===== src/rtl/xfh_pkg.sv =====
package xfh_pkg;
    localparam int FLAG_W = 16;
    localparam int WAKE_W = 4;

    localparam int B_TX_THR  = 0;
    localparam int B_TX_EMP  = 1;
    localparam int B_RX_THR  = 2;
    localparam int B_RX_FULL = 3;
    localparam int B_TX_OV   = 12;
    localparam int B_TX_UN   = 13;
    localparam int B_RX_OV   = 14;
    localparam int B_RX_UN   = 15;

    localparam logic [FLAG_W-1:0] TX_GROUP = 16'h3003;
    localparam logic [FLAG_W-1:0] RX_GROUP = 16'hC00C;

    // Conditions and events produced by one queue per cycle.
    typedef struct packed {
        logic thr;
        logic lvl_edge;
        logic ovr;
        logic unr;
    } q_evt_t;

    function automatic logic [FLAG_W-1:0] pack_flags(q_evt_t tx, q_evt_t rx);
        logic [FLAG_W-1:0] v;
        v            = '0;
        v[B_TX_THR]  = tx.thr;
        v[B_TX_EMP]  = tx.lvl_edge;
        v[B_RX_THR]  = rx.thr;
        v[B_RX_FULL] = rx.lvl_edge;
        v[B_TX_OV]   = tx.ovr;
        v[B_TX_UN]   = tx.unr;
        v[B_RX_OV]   = rx.ovr;
        v[B_RX_UN]   = rx.unr;
        return v;
    endfunction
endpackage


===== src/rtl/xfh_queue.sv =====
module xfh_queue #(
    parameter int DW    = 8,
    parameter int DEPTH = 32,
    parameter int LVL_W = $clog2(DEPTH + 1)
) (
    input  logic             clk,
    input  logic             rst,
    input  logic             flush,
    input  logic             push,
    input  logic [DW-1:0]    wdata,
    input  logic             pop,
    output logic [DW-1:0]    rdata,
    output logic [LVL_W-1:0] level,
    output logic             overrun,
    output logic             underrun
);
    localparam int AW = $clog2(DEPTH);
    localparam logic [AW-1:0] LAST = AW'(DEPTH - 1);

    logic [DW-1:0] store [DEPTH];
    logic [AW-1:0] wr_idx, rd_idx;
    logic full, empty, take_in, take_out;

    assign full     = (level == LVL_W'(DEPTH));
    assign empty    = (level == '0);
    assign take_in  = push && !full && !flush;
    assign take_out = pop && !empty && !flush;
    assign overrun  = push && full && !flush;
    assign underrun = pop && empty && !flush;
    assign rdata    = empty ? '0 : store[rd_idx];

    always_ff @(posedge clk) begin
        if (rst || flush) begin
            wr_idx <= '0;
            rd_idx <= '0;
            level  <= '0;
        end else begin
            if (take_in)
                wr_idx <= (wr_idx == LAST) ? '0 : wr_idx + 1'b1;
            if (take_out)
                rd_idx <= (rd_idx == LAST) ? '0 : rd_idx + 1'b1;
            case ({take_in, take_out})
                2'b10:   level <= level + 1'b1;
                2'b01:   level <= level - 1'b1;
                default: level <= level;
            endcase
        end
    end

    always_ff @(posedge clk) begin
        if (take_in)
            store[wr_idx] <= wdata;
    end
endmodule


===== src/rtl/xfh_sticky.sv =====
module xfh_sticky #(
    parameter int W = 16
) (
    input  logic         clk,
    input  logic         rst,
    input  logic [W-1:0] set,
    input  logic [W-1:0] clr,
    input  logic [W-1:0] wipe,
    output logic [W-1:0] q
);
    // A set beats a write-1 clear; a flush wipe beats both.
    always_ff @(posedge clk) begin
        if (rst)
            q <= '0;
        else
            q <= ((q & ~clr) | set) & ~wipe;
    end
endmodule


===== src/rtl/xfer_fifo_hub.sv =====
module xfer_fifo_hub
    import xfh_pkg::*;
#(
    parameter int DW    = 8,
    parameter int DEPTH = 32,
    parameter int THR_W = 5,
    parameter int LVL_W = $clog2(DEPTH + 1)
) (
    input  logic              clk,
    input  logic              rst,
    input  logic              bus_wr,
    input  logic [DW-1:0]     bus_wdata,
    input  logic              bus_rd,
    output logic [DW-1:0]     bus_rdata,
    input  logic              ser_pop,
    output logic [DW-1:0]     ser_rdata,
    input  logic              ser_push,
    input  logic [DW-1:0]     ser_wdata,
    input  logic              tx_flush,
    input  logic              rx_flush,
    input  logic [THR_W-1:0]  tx_thresh,
    input  logic [THR_W-1:0]  rx_thresh,
    input  logic [15:0]       flag_clr,
    input  logic [15:0]       int_en,
    input  logic [3:0]        wake_clr,
    input  logic [3:0]        wake_en,
    input  logic              tx_dma_en,
    input  logic              rx_dma_en,
    output logic [LVL_W-1:0]  tx_level,
    output logic [LVL_W-1:0]  rx_level,
    output logic [15:0]       int_flags,
    output logic [3:0]        wake_flags,
    output logic              irq,
    output logic              wake,
    output logic              tx_dma_req,
    output logic              rx_dma_req
);
    q_evt_t tx_evt, rx_evt;
    logic tx_ovr, tx_unr, rx_ovr, rx_unr;
    logic [FLAG_W-1:0] flag_set, flag_wipe;
    logic [WAKE_W-1:0] wake_wipe;

    xfh_queue #(.DW(DW), .DEPTH(DEPTH), .LVL_W(LVL_W)) u_txq (
        .clk(clk), .rst(rst), .flush(tx_flush),
        .push(bus_wr), .wdata(bus_wdata),
        .pop(ser_pop), .rdata(ser_rdata),
        .level(tx_level), .overrun(tx_ovr), .underrun(tx_unr)
    );

    xfh_queue #(.DW(DW), .DEPTH(DEPTH), .LVL_W(LVL_W)) u_rxq (
        .clk(clk), .rst(rst), .flush(rx_flush),
        .push(ser_push), .wdata(ser_wdata),
        .pop(bus_rd), .rdata(bus_rdata),
        .level(rx_level), .overrun(rx_ovr), .underrun(rx_unr)
    );

    // Outbound fires while short of data, inbound while holding too much.
    always_comb begin
        tx_evt.thr      = 32'(tx_level) < 32'(tx_thresh);
        tx_evt.lvl_edge = (tx_level == '0);
        tx_evt.ovr      = tx_ovr;
        tx_evt.unr      = tx_unr;
        rx_evt.thr      = 32'(rx_level) > 32'(rx_thresh);
        rx_evt.lvl_edge = (rx_level == LVL_W'(DEPTH));
        rx_evt.ovr      = rx_ovr;
        rx_evt.unr      = rx_unr;
    end

    assign flag_set  = pack_flags(tx_evt, rx_evt);
    assign flag_wipe = (tx_flush ? TX_GROUP : '0) | (rx_flush ? RX_GROUP : '0);
    assign wake_wipe = {rx_flush, rx_flush, tx_flush, tx_flush};

    xfh_sticky #(.W(FLAG_W)) u_int_flags (
        .clk(clk), .rst(rst), .set(flag_set), .clr(flag_clr),
        .wipe(flag_wipe), .q(int_flags)
    );

    xfh_sticky #(.W(WAKE_W)) u_wake_flags (
        .clk(clk), .rst(rst), .set(flag_set[WAKE_W-1:0]), .clr(wake_clr),
        .wipe(wake_wipe), .q(wake_flags)
    );

    assign irq        = |(int_flags & int_en);
    assign wake       = |(wake_flags & wake_en);
    assign tx_dma_req = tx_dma_en && tx_evt.thr;
    assign rx_dma_req = rx_dma_en && rx_evt.thr;
endmodule


===== config.mk =====
export PLATFORM = sky130hd
export DESIGN_NAME = xfer_fifo_hub
export DESIGN_NICKNAME = d
export VERILOG_FILES = /design/src/rtl/xfh_pkg.sv /design/src/rtl/xfh_queue.sv /design/src/rtl/xfh_sticky.sv /design/src/rtl/xfer_fifo_hub.sv
export SDC_FILE = /design/constraint.sdc
export NUM_CORES = 1
export LEC_CHECK = 0
export BUFFER_PORTS_ARGS = -buffer_cell sky130_fd_sc_hd__buf_2
export CAP_MARGIN = 20
export CORE_MARGIN = 2
export CORE_UTILIZATION = 55
export DETAILED_ROUTE_END_ITERATION = 16
export PLACE_DENSITY_LB_ADDON = 0.15
export SLEW_MARGIN = 20
export SYNTH_ARGS = -nofsm -noshare
export SYNTH_HDL_FRONTEND = slang
export SYNTH_SLANG_ARGS = --single-unit
export TNS_END_PERCENT = 100

===== constraint.sdc =====
create_clock -name clk -period 9.1 [get_ports clk]
set_input_delay 0.455 -clock clk [delete_from_list [all_inputs] [get_ports clk]]
set_output_delay 0.455 -clock clk [all_outputs]
set_load 0.005 [all_outputs]

# --- Yosys cells after proc, flatten, opt, wreduce, memory -nomap -nowiden ---
# Memories as Yosys holds them, arrays and structs flattened. A register that Yosys moved wholly into a read port is not among the register bits.
# Cells that the tools add are included.
# Widths: inputs -> output; s select.
totals:
  wordCells: 93
  out_inout_bits: 52
  register_bits: 52
  mem_count: 2
  input_bits: 76
  ram_bits: 512
classes:
  n_eq_ne: 10
  n_reduce_logical: 32
  magnitude_cmp: 2
  muxes: 18
  bitwise_logic: 13
  addsub: 8
memory_table:
  columns: ["memory", "depth", "word_bits", "rd", "rd_ports_with_merged_regs", "write_ports", "line_no", "text"]
  rows:
  - ["u_rxq.store", 32, 8, 1, 1, 1, "xfh_queue.sv:20", "logic [DW-1:0] store [DEPTH];"]
  - ["u_txq.store", 32, 8, 1, 1, 1, "xfh_queue.sv:20", null]
op_table:
  columns: ["cell", "count"]
  rows:
  - ["$and 16x16->16", 3]
  - ["$mux 5", 8]
  - ["$not 16->16", 2]
  - ["$pmux 6 s2", 2]
  - ["$add 5x1->5 const B", 4]
  - ["$eq 5x5->1 const B", 4]
  - ["$logic_and 1x1->1", 18]
  - ["$mux 16", 1]
  - ["$mux 8", 2]
  - ["$or 14x16->16", 1]
  - ["$or 16x16->16", 1]
  - ["$reduce_or 16->1", 1]
  - ["$mux 14", 1]
  - ["$add 6x1->6 const B", 2]
  - ["$and 4x4->4", 3]
  - ["$eq 6x6->1 const B", 2]
  - ["$logic_not 6->1", 2]
  - ["$sub 6x1->6 const B", 2]
  - ["$not 4->4", 2]
  - ["$gt 6x5->1", 1]
  - ["$logic_not 1->1", 6]
  - ["$lt 6x5->1", 1]
  - ["$eq 2x1->1 const B", 2]
  - ["$eq 2x2->1 const B", 2]
  - ["5 further kinds", 10]

# --- Depth between registers and ports, before layout ---
# Gate-level depths: netlist of run 1.
depth:
  ltp_word: 6
  ltp_mapped: 15
  ltp_nobuf: 13

# --- Hierarchy ---
# Synthesis of run 1 repeated with hierarchy kept, for this count alone.
hier_totals:
  hier_cells: 1302
  area_unflattened_um2: 23566.4
modules_own_cells:
  columns: ["mod", "seq_area_each_um2", "area_each_um2", "cells_per_inst", "n_inst"]
  rows:
  - ["xfh_queue (u_rxq)", 8107.8, 11168.2, 586, 1]
  - ["xfh_queue (u_txq)", 8107.8, 11143.2, 581, 1]
  - ["xfh_sticky (u_int_flags)", 320.3, 661.9, 66, 1]
  - ["xfer_fifo_hub", 0.0, 412.9, 53, 1]
  - ["xfh_sticky (u_wake_flags)", 80.1, 180.2, 16, 1]

# --- Worst setup path after synthesis of run 1 ---
# OpenSTA, ideal clock, no wires.
synth_path:
  path_type: "reg2reg"
  start: "reg u_rxq.level[1]"
  end: "reg u_rxq.level[4]"
  synth_period_minus_slack_ps: 3190
  setup_time_ps: 128
  t_arrival_ps: 3063
  n_path_buf: 2
  path_stages_with_launch: 16
  path_slack_ps: 5910
  cell_sequence: "dfxtp_1 > buf_2 > or4_4 > or3_1 > nand2_2 > nor2_1 > ha_1 > clkbuf_1 > xor2_1 > ha_1 > a21oi_1 > nor3b_1 > o21ai_0 > a21oi_1 > xnor2_1 > nor2_1"
synth_between:
  elab_chain_len: 6
  elab_cells_between_ends: 14
  classes_between: "2 x add/sub; 3 x eq/ne; 1 x mux; 8 x reduce/logical"
synth_lines:
  columns: ["element", "line_no", "text"]
  rows:
  - ["start, declared", "xfh_queue.sv:13", "output logic [LVL_W-1:0] level,"]
  - ["start signal, assigned", "xfh_queue.sv:43", "2'b10: level <= level + 1'b1;"]
  - ["start signal, assigned", "xfh_queue.sv:44", "2'b01: level <= level - 1'b1;"]
  - ["start signal, assigned", "xfh_queue.sv:45", "default: level <= level;"]
  - ["$eq 6x6->1 / $logic_not 6->1 (equally long branches)", "xfh_queue.sv:24, xfh_queue.sv:25", null]
  - ["$logic_not 1->1, on equally long branches", "xfh_queue.sv:26, xfh_queue.sv:27", null]
  - ["$logic_and 1x1->1, on equally long branches (2 in series)", "xfh_queue.sv:26, xfh_queue.sv:27", null]
  - ["$eq 2x1->1 / $eq 2x2->1 (equally long branches)", "xfh_queue.sv:42", "case ({take_in, take_out})"]
  - ["$pmux 6 s2 / $reduce_bool 2->1 (equally long branches)", null, null]
# Parallel ways exist; a longest one is shown, timed or not.
# A chain may end at the register's enable or synchronous reset.

==> summary.txt, run 1 <==
Power and ir drop
  • P_leak: between 8 and 9 nW
  • Tot Pwr: between 5 and 6 mW
  • Psw: roughly 1.0 mW
  • Sequential Power Share: between 50% and 60%
  • Int Power: ~4.2 mW
  • Maximum vdd ir drop: between 0.00015 and 0.0002 V
  • Switch share: 19.8%
  • Comb power frac: 2.4%
  • Clock power share: 43.0%
  • PwrDens: ~200 nW/um^2

Logic synthesis
  • Cell variety after synth: 58
  • Number of flops mapped to enable cells by yosys: between 500 and 600
  • Yosys reg bits: around 570
  • Top-area cell type share of the netlist area: 66.5%
  • Synth warn: 0
  • Netlist Area Pre-Place: between 20000 and 25000 sq um
  • Post-Syn Area per Cell: around 19 sq um
  • Cell taking the most area after synthesis: edfxtp_1
  • Ranking of synthesized cells by area: edfxtp_1 (67%), mux4_2 (16%), dfxtp_1 (5.4%)
  • Synth async-reset ratio: 0%
  • Synthesized net count: 1327
  • Gate count of the mapped netlist: 1223
  • Post-synthesis sequential area ratio: a little under three quarters
  • Top_reg_cell synth: edfxtp_1

GRT
  • Tot GR Track Use: ~22%
  • Largest net degree at the start of global routing: 65
  • Number of global-route vias before repair: 11892
  • First-pass GRT wire length: 71200 microns
  • Initial antenna violation count: 0
  • Global route overflow: 0

Routing
  • Final wirelength: 46200 microns
  • DR DRC count: 0
  • ANT nets after route: 0
  • Pre-antenna DRT Iters: 5
  • DRT iter0 DRCs: about 1100
  • Vias per Instance: 5.94
  • Wire per inst: 23.7 microns
  • DR vias: between 10000 and 15000

Cells and area
  • Filler instances: between 2000 and 3000
  • Most common cell after layout, fill and taps aside: edfxtp_1
  • Diodes inserted: 0
  • Layout Cells excl Fill: ~2000
  • Layout cells sized above 1: roughly 28%
  • Most frequent cells in the layout: edfxtp_1 (512), mux4_2 (160), buf_2 (127), nor2_1 (82)
  • Synth-to-layout area growth: 12.8%
  • Nets@finish: around 1500
  • Post-route design area: about 26000 sq um

Floorplanning
  • I/O pin cnt: 128
  • # rows: 75
  • Die span in y: ~210 microns
  • Die Span X: 209 microns
  • Area of the die: 43700 sq um
  • Core region area: 41700 sq um
  • Initial Util: between 50 and 60%

Setup path
  • Max FO, Critical Path: 37
  • Critical path required time: approximately 8.7 ns
  • CP Launch Type: flip-flop
  • CP arrival: about 3.6 ns
  • Setup CP Type: reg2out
  • Crit end category: output port

STA
  • Final period demand of the worst path: around 4 ns
  • Setup TNS: 0 ns
  • Clk_skew: around 0.032 ns
  • Final worst path period share: approximately 44%
  • Max-slew violation count: 0
  • Max Fclk: about 250 MHz
  • Slew at the pin closest to its max-slew limit: approximately 1.1 ns
  • Fin. Hold Viols: 0
  • RSZ-0062 raised after global routing: no
  • Rel. slew slack: 24.4%
  • Setup violations, final: 0

Status
  • Status: complete, no violations

Clocking
  • CTS tree: yes
  • Worst-skew pair later-pin latency: roughly 0.61 ns
  • Clock slew at reported path FFs: 0.06 ns
  • Post-cts sizing count: 0
  • Total CTS buffers: between 50 and 60
  • CTS Buffer Depth: 3
  • Root buf cell: clkbuf_16
  • CTS H-Tree Depth: 2
  • Total clock sinks: 574

Placement
  • Area after DPL: between 20000 and 25000 sq um
  • Post-DP HPWL: ~29000 microns
  • # port buffers: 127
  • Placed cell count: around 1800
  • Placer congestion estimate: about 0.85

Hold path
  • Hold Path Class: in2reg

Run
  • MaxCap Viol Count: 0
==> kinds of logic after synthesis <==
group	Yosys count	share of synthesized area [%]
buffers and inverters	107	2.04
adders and majority gates	28	1.52
AOI/OAI and AO/OA	116	3.37
xor gates and xnor gates	14	0.531
and+or+nand+nor	221	4.92
muxes	163	15.7
DFF	574	71.9
==> metrics by stage <==
| stage | util [%] | hold WS (ns) | setup WS (ns) |
|---|---|---|---|
| 5_1_grt | 62.6 | 0.0112 | 4.82 |
| 2_1_floorplan | - | 0.455 | 5.91 |
| 3_3_place_gp | 58.0 | 0.475 | 5.58 |
| 3_5_place_dp | 58.0 | 0.478 | 5.59 |
| 6_report | 62.6 | 0.0403 | 5.09 |
| 4_1_cts | 62.6 | 0.00492 | 4.95 |
==> Yosys cell counts (7+ instances only) <==
cell type and number:
edfxtp_1 512, mux4_2 160, nor2_1 82, dfxtp_1 62, inv_1 43, a21oi_1 42
clkbuf_1 35, nand2_1 31, ha_1 28, and2_1 16, buf_2 16, o21ai_0 13
a22o_1 12, nand3_1 12, nor3_1 11, nor3b_1 11, nand2b_1 9, o22ai_1 9
nor2b_1 8, or3_1 7, xnor2_1 7, xor2_1 7
==> critical path, cell delays in order (launching register included) <==
cell and delay [ns]:
dfxtp_4 0.71, buf_4 0.68, mux4_2 0.61, mux4_2 0.48, inv_1 0.14, o22ai_1 0.13
buf_2 0.16
==> flip-flops by register name, summed over array words and instances, names as in the netlist, named ones only <==
signal,flops
u_rxq.store,256
u_txq.level,6
u_rxq.rd_idx,5
u_txq.wr_idx,5
u_txq.rd_idx,5
u_int_flags.q,16
u_rxq.wr_idx,5
u_txq.store,256
u_rxq.level,6
u_wake_flags.q,4
==> repair_timing <==
action,in CTS,in global routing
buffers inserted,0,0
hold buffers,7,0
hold endpoints to repair,7,0
==> worst paths after layout <==
check / slack, ns / endpoint / cells after the start / start
setup reg to reg: 5.56 / u_txq.level[4]$_SDFFE_PP0P_ / 10 / u_txq.level[1]$_SDFFE_PP0P_
hold reg to reg: 0.49 / u_txq.rd_idx[4]$_SDFFE_PP0P_ / 2 / u_txq.rd_idx[4]$_SDFFE_PP0P_
hold / removal: 0.04 / u_int_flags.q[11]$_SDFF_PP0_ / 2 / flag_clr[11]
setup / recovery: 5.09 / bus_rdata[2] / 6 / flip-flop
==> per-layer routing <==
| layer | GRT usage, % | vias to the layer above | part of all wire, % |
|---|---|---|---|
| met2 | 36.9 | 323 | 51 |
| met1 | 29.1 | 5973 | 41 |
| met5 | 0 | - | 0 |
| met3 | 4.06 | 73 | 5.4 |
| met4 | 6.38 | 0 | 2.5 |
| li1 | - | 5206 | - |
==> layout make-up <==
| class | count | area, sq um | area share (%) |
|---|---|---|---|
| flip-flops and latches | 574 | 16600 | 63.8 |
| multi-input cells | 542 | 6020 | 23.1 |
| clock buffers | 70 | 1500 | 5.74 |
| repair buffers | 142 | 766 | 2.94 |
| well taps | 539 | 674 | 2.59 |
| clock inverters | 37 | 328 | 1.26 |
| inverters | 44 | 165 | 0.633 |
==> power groups by stage <==
stage | registers [mW] | clock network (mW) | logic [mW]
2_1_floorplan | 2.93 | 0 | 0.0523
3_3_place_gp | 2.94 | 0 | 0.120
3_5_place_dp | 2.94 | 0 | 0.124
4_1_cts | 2.88 | 2.32 | 0.127
5_1_grt | 2.88 | 2.43 | 0.139
6_report | 2.88 | 2.27 | 0.126
Note: power is estimated with default switching activity, not from simulation.
==> inputs of run 2 (changes only) <==
Clock period 9.1 ns to 3.7 ns, I/O delays scaled along.
==> run 2 against run 1 <==
Effect of this change: critical path depth down 1; critical endpoint is now ser_rdata[2]; global-route usage is 0.54 points lower; clock skew fell by 0.0080 ns; highest routed layer unchanged; design area grew 1.5%.
==> summary.txt, run 2 (synthesis results as in run 1) <==
Status
  • Status: complete, no violations

Routing
  • DRT iter0 DRCs: 915 (-15%)
  • Vias per Instance: 5.92 (-0.41%)
  • ANT nets after route: 0 (unchanged)
  • DR vias: 11735 (+1.4%)
  • Wire per inst: 22.9 microns (-3.3%)
  • Final wirelength: 45500 microns (-1.6%)
  • DR DRC count: 0 (unchanged)
  • Pre-antenna DRT Iters: 5 (unchanged)

Placement
  • Placer congestion estimate: 0.834 (-1.7%)
  • Post-DP HPWL: 29500 microns (+2.1%)
  • Area after DPL: 24300 sq um (+0.58%)
  • # port buffers: 127 (unchanged)

Cells and area
  • Footprint of the multi-input gates: 6020 sq um (unchanged)
  • Most frequent cells in the layout: edfxtp_1 (512), mux4_2 (160), buf_2 (127), nor2_1 (82), dfxtp_1 (58)
  • Diodes inserted: 0 (unchanged)
  • Layout cells sized above 1: 28.0% (about the same)
  • Filler instances: 2927 (-0.71%)
  • Post-route design area: 26500 sq um (+1.5%)
  • Synth-to-layout area growth: 14.5%
  • Biggest regs: u_rxq.store (256), u_txq.store (256), u_int_flags.q (16)
  • Most common cell after layout, fill and taps aside: edfxtp_1
  • FF+latch area: 16600 sq um (unchanged)
  • Nets@finish: 1504 (+2.7%)

Setup path
  • Max FO, Critical Path: 20 (-46%)
  • Worst r2r path cells: 13 (+3)
  • Crit end category: output port
  • Critical path required time: 3.51 ns (-5.14 ns)
  • CP Launch Type: flip-flop
  • Setup CP Type: reg2out
  • CP arrival: 3.16 ns (-0.40 ns)

STA
  • Clk_skew: 0.0240 ns (-0.00799 ns)
  • Final period demand of the worst path: ~3.3 ns
  • Fin. Hold Viols: 0 (unchanged)
  • Setup violations, final: 0 (unchanged)
  • Rel. slew slack: 33.1% (+8.7 points)
  • Max-slew violation count: 0 (unchanged)
  • Slew at the pin closest to its max-slew limit: 1.00 ns (-0.128 ns)
  • Setup TNS: 0 ns (unchanged)
  • RSZ-0062 raised after global routing: no
  • Final worst path period share: roughly 90%
  • Max Fclk: around 300 MHz

Run
  • MaxCap Viol Count: 0 (unchanged)

Clocking
  • # hold bufs at CTS: 36 (+29)
  • Worst-skew pair later-pin latency: 0.62 ns (about the same)
  • CTS Buffer Depth: 3 (unchanged)
  • CTS tree: yes
  • Clock slew at reported path FFs: 0.06 ns (about the same)
  • Post-cts sizing count: 0 (unchanged)
  • Post-CTS setup buffers: 0 (unchanged)
  • Root buf cell: clkbuf_16
  • Total clock sinks: 574 (unchanged)
  • CTS H-Tree Depth: 2 (unchanged)
  • Total CTS buffers: 56 (-1.8%)

Hold path
  • Hold Path Class: in2reg
  • Hold path depth: 3 (+1)

GRT
  • Global route overflow: 0 (unchanged)
  • Initial antenna violation count: 0 (unchanged)
  • Largest net degree at the start of global routing: 49 (-25%)
  • Tot GR Track Use: 21.2% (-0.54 points)
  • Number of global-route vias before repair: 11957 (+0.55%)
  • First-pass GRT wire length: 70000 microns (-1.6%)

Floorplanning
  • # rows: 75 (unchanged)
  • Die Span X: 209 microns (unchanged)
  • Area of the die: 43700 sq um (unchanged)
  • Initial Util: 55.5% (unchanged)
  • I/O pin cnt: 128 (unchanged)
  • Core region area: 41700 sq um (unchanged)
  • Die span in y: 209 microns (unchanged)

Power and ir drop
  • Maximum vdd ir drop: 0.000409 V (+130%)
  • PwrDens: 490 nW/um^2 (+140%)
  • P_leak: 8.72 nW (+2.3%)
==> run 2: critical path, stage by stage (launching register included) <==
cell	delay, ns
dfxtp_4	0.61
buf_4	0.39
mux4_2	0.60
mux4_2	0.50
a22o_1	0.29
buf_2	0.14
==> run 2: where the power goes <==
group	total, mW	switching (mW)	leakage [nW]	internal [mW]
clock	5.56	2.38	0.878	3.18
combinational	0.333	0.206	2.73	0.126
sequential	7.08	0.0152	5.11	7.07
total	13.0	2.60	8.72	10.4
==> run 2: worst paths after layout <==
| check | from | end | slack [ns] |
|---|---|---|---|
| worst min-delay path | rst | u_int_flags.q[2]$_SDFF_PP0_ | 0.06 |
| worst min register to register | u_txq.rd_idx[4]$_SDFFE_PP0P_ | u_txq.rd_idx[4]$_SDFFE_PP0P_ | 0.49 |
| worst max-delay path | flip-flop | ser_rdata[2] | 0.35 |
| worst max register to register | u_rxq.level[0]$_SDFFE_PP0P_ | u_rxq.level[4]$_SDFFE_PP0P_ | 0.37 |
==> run 2: routing by layer <==
layer | wire, microns | GRT usage [%] | share of wire, %
met1 | 18700 | 28.5 | 41
met2 | 23300 | 36.4 | 51
met3 | 2400 | 3.10 | 5.3
met4 | 1050 | 6.55 | 2.3
met5 | 0 | 0 | 0
==> run 2: final cells by class <==
class,instances,area share (%)
clock inverters,33,1.21
inverters,44,0.624
clock buffers,69,5.56
well taps,539,2.55
flip-flops and latches,574,62.8
repair buffers,182,4.49
multi-input cells,542,22.8
==> run 2: through the flow <==
| stage | setup WS (ns) | std cells | power (mW) | util [%] | hold WS (ns) |
|---|---|---|---|---|---|
| after floorplan | 0.510 | 1223 | 7.34 | - | 0.261 |
| after global placement | 0.476 | 1845 | 7.52 | 58.4 | 0.346 |
| after detailed placement | 0.353 | 1845 | 7.53 | 58.4 | 0.349 |
| after CTS | 0.277 | 1983 | 13.1 | 63.5 | 0.00283 |
| after global routing | 0.116 | 1983 | 13.4 | 63.5 | 0.0706 |
| final | 0.355 | 1983 | 13.0 | 63.5 | 0.0620 |
==> inputs of run 3 (changes only) <==
Settings changed: CTS_CLUSTER_DIAMETER set to 80, PLACE_DENSITY_LB_ADDON 0.15 to 0.2.
Clock period 3.7 ns to 3.35 ns, I/O delays scaled along.
==> run 3 against run 2 <==
Effect of this change: count of clock-buffer cells in the layout rose by 8; die area unchanged; via count increased by 1.0%; power up 7.6%; sequential power grew 10%; cell count increased by 0.45%; first-iteration DRC count is 7.3% higher; global-route usage up 1.5 points; design area hardly changed; clock power rose by 3.6%; utilization is essentially flat; sequential cell count is the same; largest cell class unchanged.
==> summary.txt, run 3 (synthesis results as in run 1) <==
Status
  • Status: complete, no violations

Clocking
  • CTS H-Tree Depth: 2 (unchanged)
  • Worst-skew pair later-pin latency: 0.59 ns (-0.03 ns)
  • Root buf cell: clkbuf_16
  • Total clock sinks: 574 (unchanged)
  • Total CTS buffers: 55 (-1.8%)
  • CTS tree: yes
  • Clock slew at reported path FFs: 0.06 ns (about the same)
  • CTS Buffer Depth: 3 (unchanged)

GRT
  • Tot GR Track Use: 22.7% (+1.5 points)
  • Initial antenna violation count: 0 (unchanged)
  • Number of global-route vias before repair: 12065 (+0.90%)
  • Global route overflow: 0 (unchanged)
  • Largest net degree at the start of global routing: 33 (-33%)
  • First-pass GRT wire length: 73900 microns (+5.5%)

Hold path
  • Hold Path Class: in2reg
  • Hold Startpoint: rst
  • Worst Hold End: u_txq.level[5]$_SDFFE_PP0P_
  • Hold path depth: 3 (unchanged)

Power and ir drop
  • PwrDens: 527 nW/um^2 (+7.5%)
  • Psw: 2.71 mW (+4.4%)
  • Comb power frac: 2.7% (about the same)
  • Switch share: 19.4% (-0.59 points)
  • Maximum vdd ir drop: 0.000446 V (+9.0%)
  • P_leak: 8.73 nW (+0.21%)
  • Sequential Power Share: 56.0% (+1.4 points)
  • Clock power share: 41.2% (-1.7 points)
  • Int Power: 11.2 mW (+8.4%)

Setup path
  • CP Launch Type: flip-flop
  • Register-to-register setup slack: 0.26 ns (-0.11 ns)
  • Crit end category: output port
  • Worst r2r path cells: 10 (-3)
  • Setup CP Type: reg2out
  • Worst reg2reg startpoint: u_txq.level[3]$_SDFFE_PP0P_
  • Crit path top cell by count: mux4_2
  • CP max stage delay: 0.55 ns (-0.06 ns)
  • Crit-path slowest cell: mux4_2
  • Critical path required time: 3.18 ns (-0.33 ns)
  • R2r endpoint: u_txq.level[4]$_SDFFE_PP0P_
  • CP arrival: 2.95 ns (-0.21 ns)
  • Max FO, Critical Path: 12 (-40%)
  • Critical path, cell by cell: buf_4 > mux4_2 > mux4_2 > a22o_1 > buf_2

STA
  • Fin. Hold Viols: 0 (unchanged)
  • Clk_skew: 0.0133 ns (-0.0107 ns)
  • Worst setup margin: 0.236 ns (-0.119 ns)
  • Slew at the pin closest to its max-slew limit: 0.846 ns (-0.156 ns)
  • Final worst path period share: 93.0%
  • Rel. slew slack: 43.4% (+10 points)
  • Hold WS: 0.0645 ns (+0.00255 ns)
  • Max-slew violation count: 0 (unchanged)
  • Setup violations, final: 0 (unchanged)
  • Final period demand of the worst path: between 3 and 4 ns
  • Max Fclk: 321 MHz
  • RSZ-0062 raised after global routing: no
  • Setup TNS: 0 ns (unchanged)

Floorplanning
  • I/O pin cnt: 128 (unchanged)
  • Area of the die: 43700 sq um (unchanged)
  • Initial Util: 55.5% (unchanged)
  • Core region area: 41700 sq um (unchanged)
  • Die span in y: 209 microns (unchanged)
  • Die Span X: 209 microns (unchanged)
  • # rows: 75 (unchanged)

Routing
  • ANT nets after route: 0 (unchanged)
  • DRT iter0 DRCs: 982 (+7.3%)
  • Pre-antenna DRT Iters: 5 (unchanged)
  • Final wirelength: 48600 microns (+6.9%)
  • Vias per Instance: 5.95 (+0.59%)
  • DR vias: 11858 (+1.0%)
  • DR DRC count: 0 (unchanged)
  • Wire per inst: 24.4 microns (+6.4%)

Cells and area
  • Filler instances: 2907 (-0.68%)
  • Nets@finish: 1518 (+0.93%)
  • Diodes inserted: 0 (unchanged)
  • Synth-to-layout area growth: 14.6% (about the same)
  • Footprint of the multi-input gates: 6020 sq um (about the same)
  • Post-route design area: 26500 sq um (about the same)
  • Biggest regs: u_rxq.store (256), u_txq.store (256), u_int_flags.q (16)
  • FF+latch area: 16600 sq um (unchanged)
  • Most frequent cells in the layout: edfxtp_1 (512), mux4_2 (160), buf_2 (127), nor2_1 (82)
  • Layout cells sized above 1: 28.0% (+0.033 points)
  • Most common cell after layout, fill and taps aside: edfxtp_1

Run
  • MaxCap Viol Count: 0 (unchanged)

Placement
  • Area after DPL: 24400 sq um (+0.45%)
  • # port buffers: 127 (unchanged)
  • Setup WS pre-CTS: 0.238 ns (-0.115 ns)
  • Post-DP HPWL: 31100 microns (+5.3%)
  • Placer congestion estimate: 0.843 (+1.1%)
## run 3: cell count changes in the layout (fill, tap and decap cells not counted)
cell | before | now
dlygate4sd3_1 | 36 | 37
ha_2 | 0 | 1
buf_12 | 4 | 5
inv_6 | 1 | 0
bufinv_16 | 5 | 2
clkbuf_1 | 12 | 18
ha_1 | 28 | 27
buf_4 | 15 | 27
clkbuf_8 | 0 | 2
clkinv_4 | 1 | 2
clkinv_2 | 12 | 5
clkinvlp_4 | 2 | 0
clkbuf_16 | 57 | 58
inv_16 | 2 | 0
## run 3: stage by stage
step,instances,util (%),power [mW]
6_report,1992,63.6,14.0
5_1_grt,1992,63.6,14.4
4_1_cts,1991,63.5,14.1
3_5_place_dp,1858,58.6,8.33
3_3_place_gp,1858,58.6,8.31
2_1_floorplan,1223,-,8.11
## run 3: layer usage
layer / part of all wire (%) / GRT usage (%) / wire length [microns] / vias to the layer above
met5: 0 / 0 / 0 / -
met4: 2.0 / 6.18 / 981 / 0
met3: 4.7 / 2.92 / 2290 / 65
met2: 51 / 38.7 / 24900 / 360
met1: 42 / 31.3 / 20400 / 6119
li1: - / - / - / 5314
## run 3: layout make-up
class | instances | share of cell area [%]
clock inverters | 19 | 0.529
inverters | 44 | 0.624
flip-flops and latches | 574 | 62.8
multi-input cells | 542 | 22.7
well taps | 539 | 2.55
clock buffers | 77 | 5.74
repair buffers | 197 | 5.04
## run 3: repair_timing
action,CTS,global route
endpoints found under the hold margin,29,0
buffers inserted,0,1
hold buffers,37,0
endpoints found under the setup margin,0,5
resized for setup,0,1
## run 3: worst max path at each step
stage | from | endpoint | slack, ns | depth (start not counted)
finish | flip-flop | ser_rdata[7] | 0.24 | 5
detailed placement | u_rxq.level[0]$_SDFFE_PP0P_ | u_rxq.level[4]$_SDFFE_PP0P_ | 0.24 | 12
floorplan | u_rxq.level[1]$_SDFFE_PP0P_ | u_rxq.level[4]$_SDFFE_PP0P_ | 0.16 | 15
CTS | flip-flop | ser_rdata[4] | 0.005 | 5
global route | u_txq.level[3]$_SDFFE_PP0P_ | u_txq.level[4]$_SDFFE_PP0P_ | 0.04 | 10
global placement | u_rxq.level[0]$_SDFFE_PP0P_ | u_rxq.level[4]$_SDFFE_PP0P_ | 0.28 | 13
## run 3: power groups by stage
stage	registers, mW	clock network [mW]	logic (mW)
after floorplan	7.97	0	0.142
after global placement	7.97	0	0.343
after detailed placement	7.97	0	0.356
after CTS	7.82	5.86	0.383
after global routing	7.82	6.14	0.414
final	7.82	5.76	0.382
## run 3: critical path, delay by kind of cell, from the launching register on
kind | cells | cell delay (ns)
multiplexers | 2 | 1.06
flip-flops | 1 | 0.54
buffers and inverters | 2 | 0.46
AO/OA/AOI/OAI | 1 | 0.29
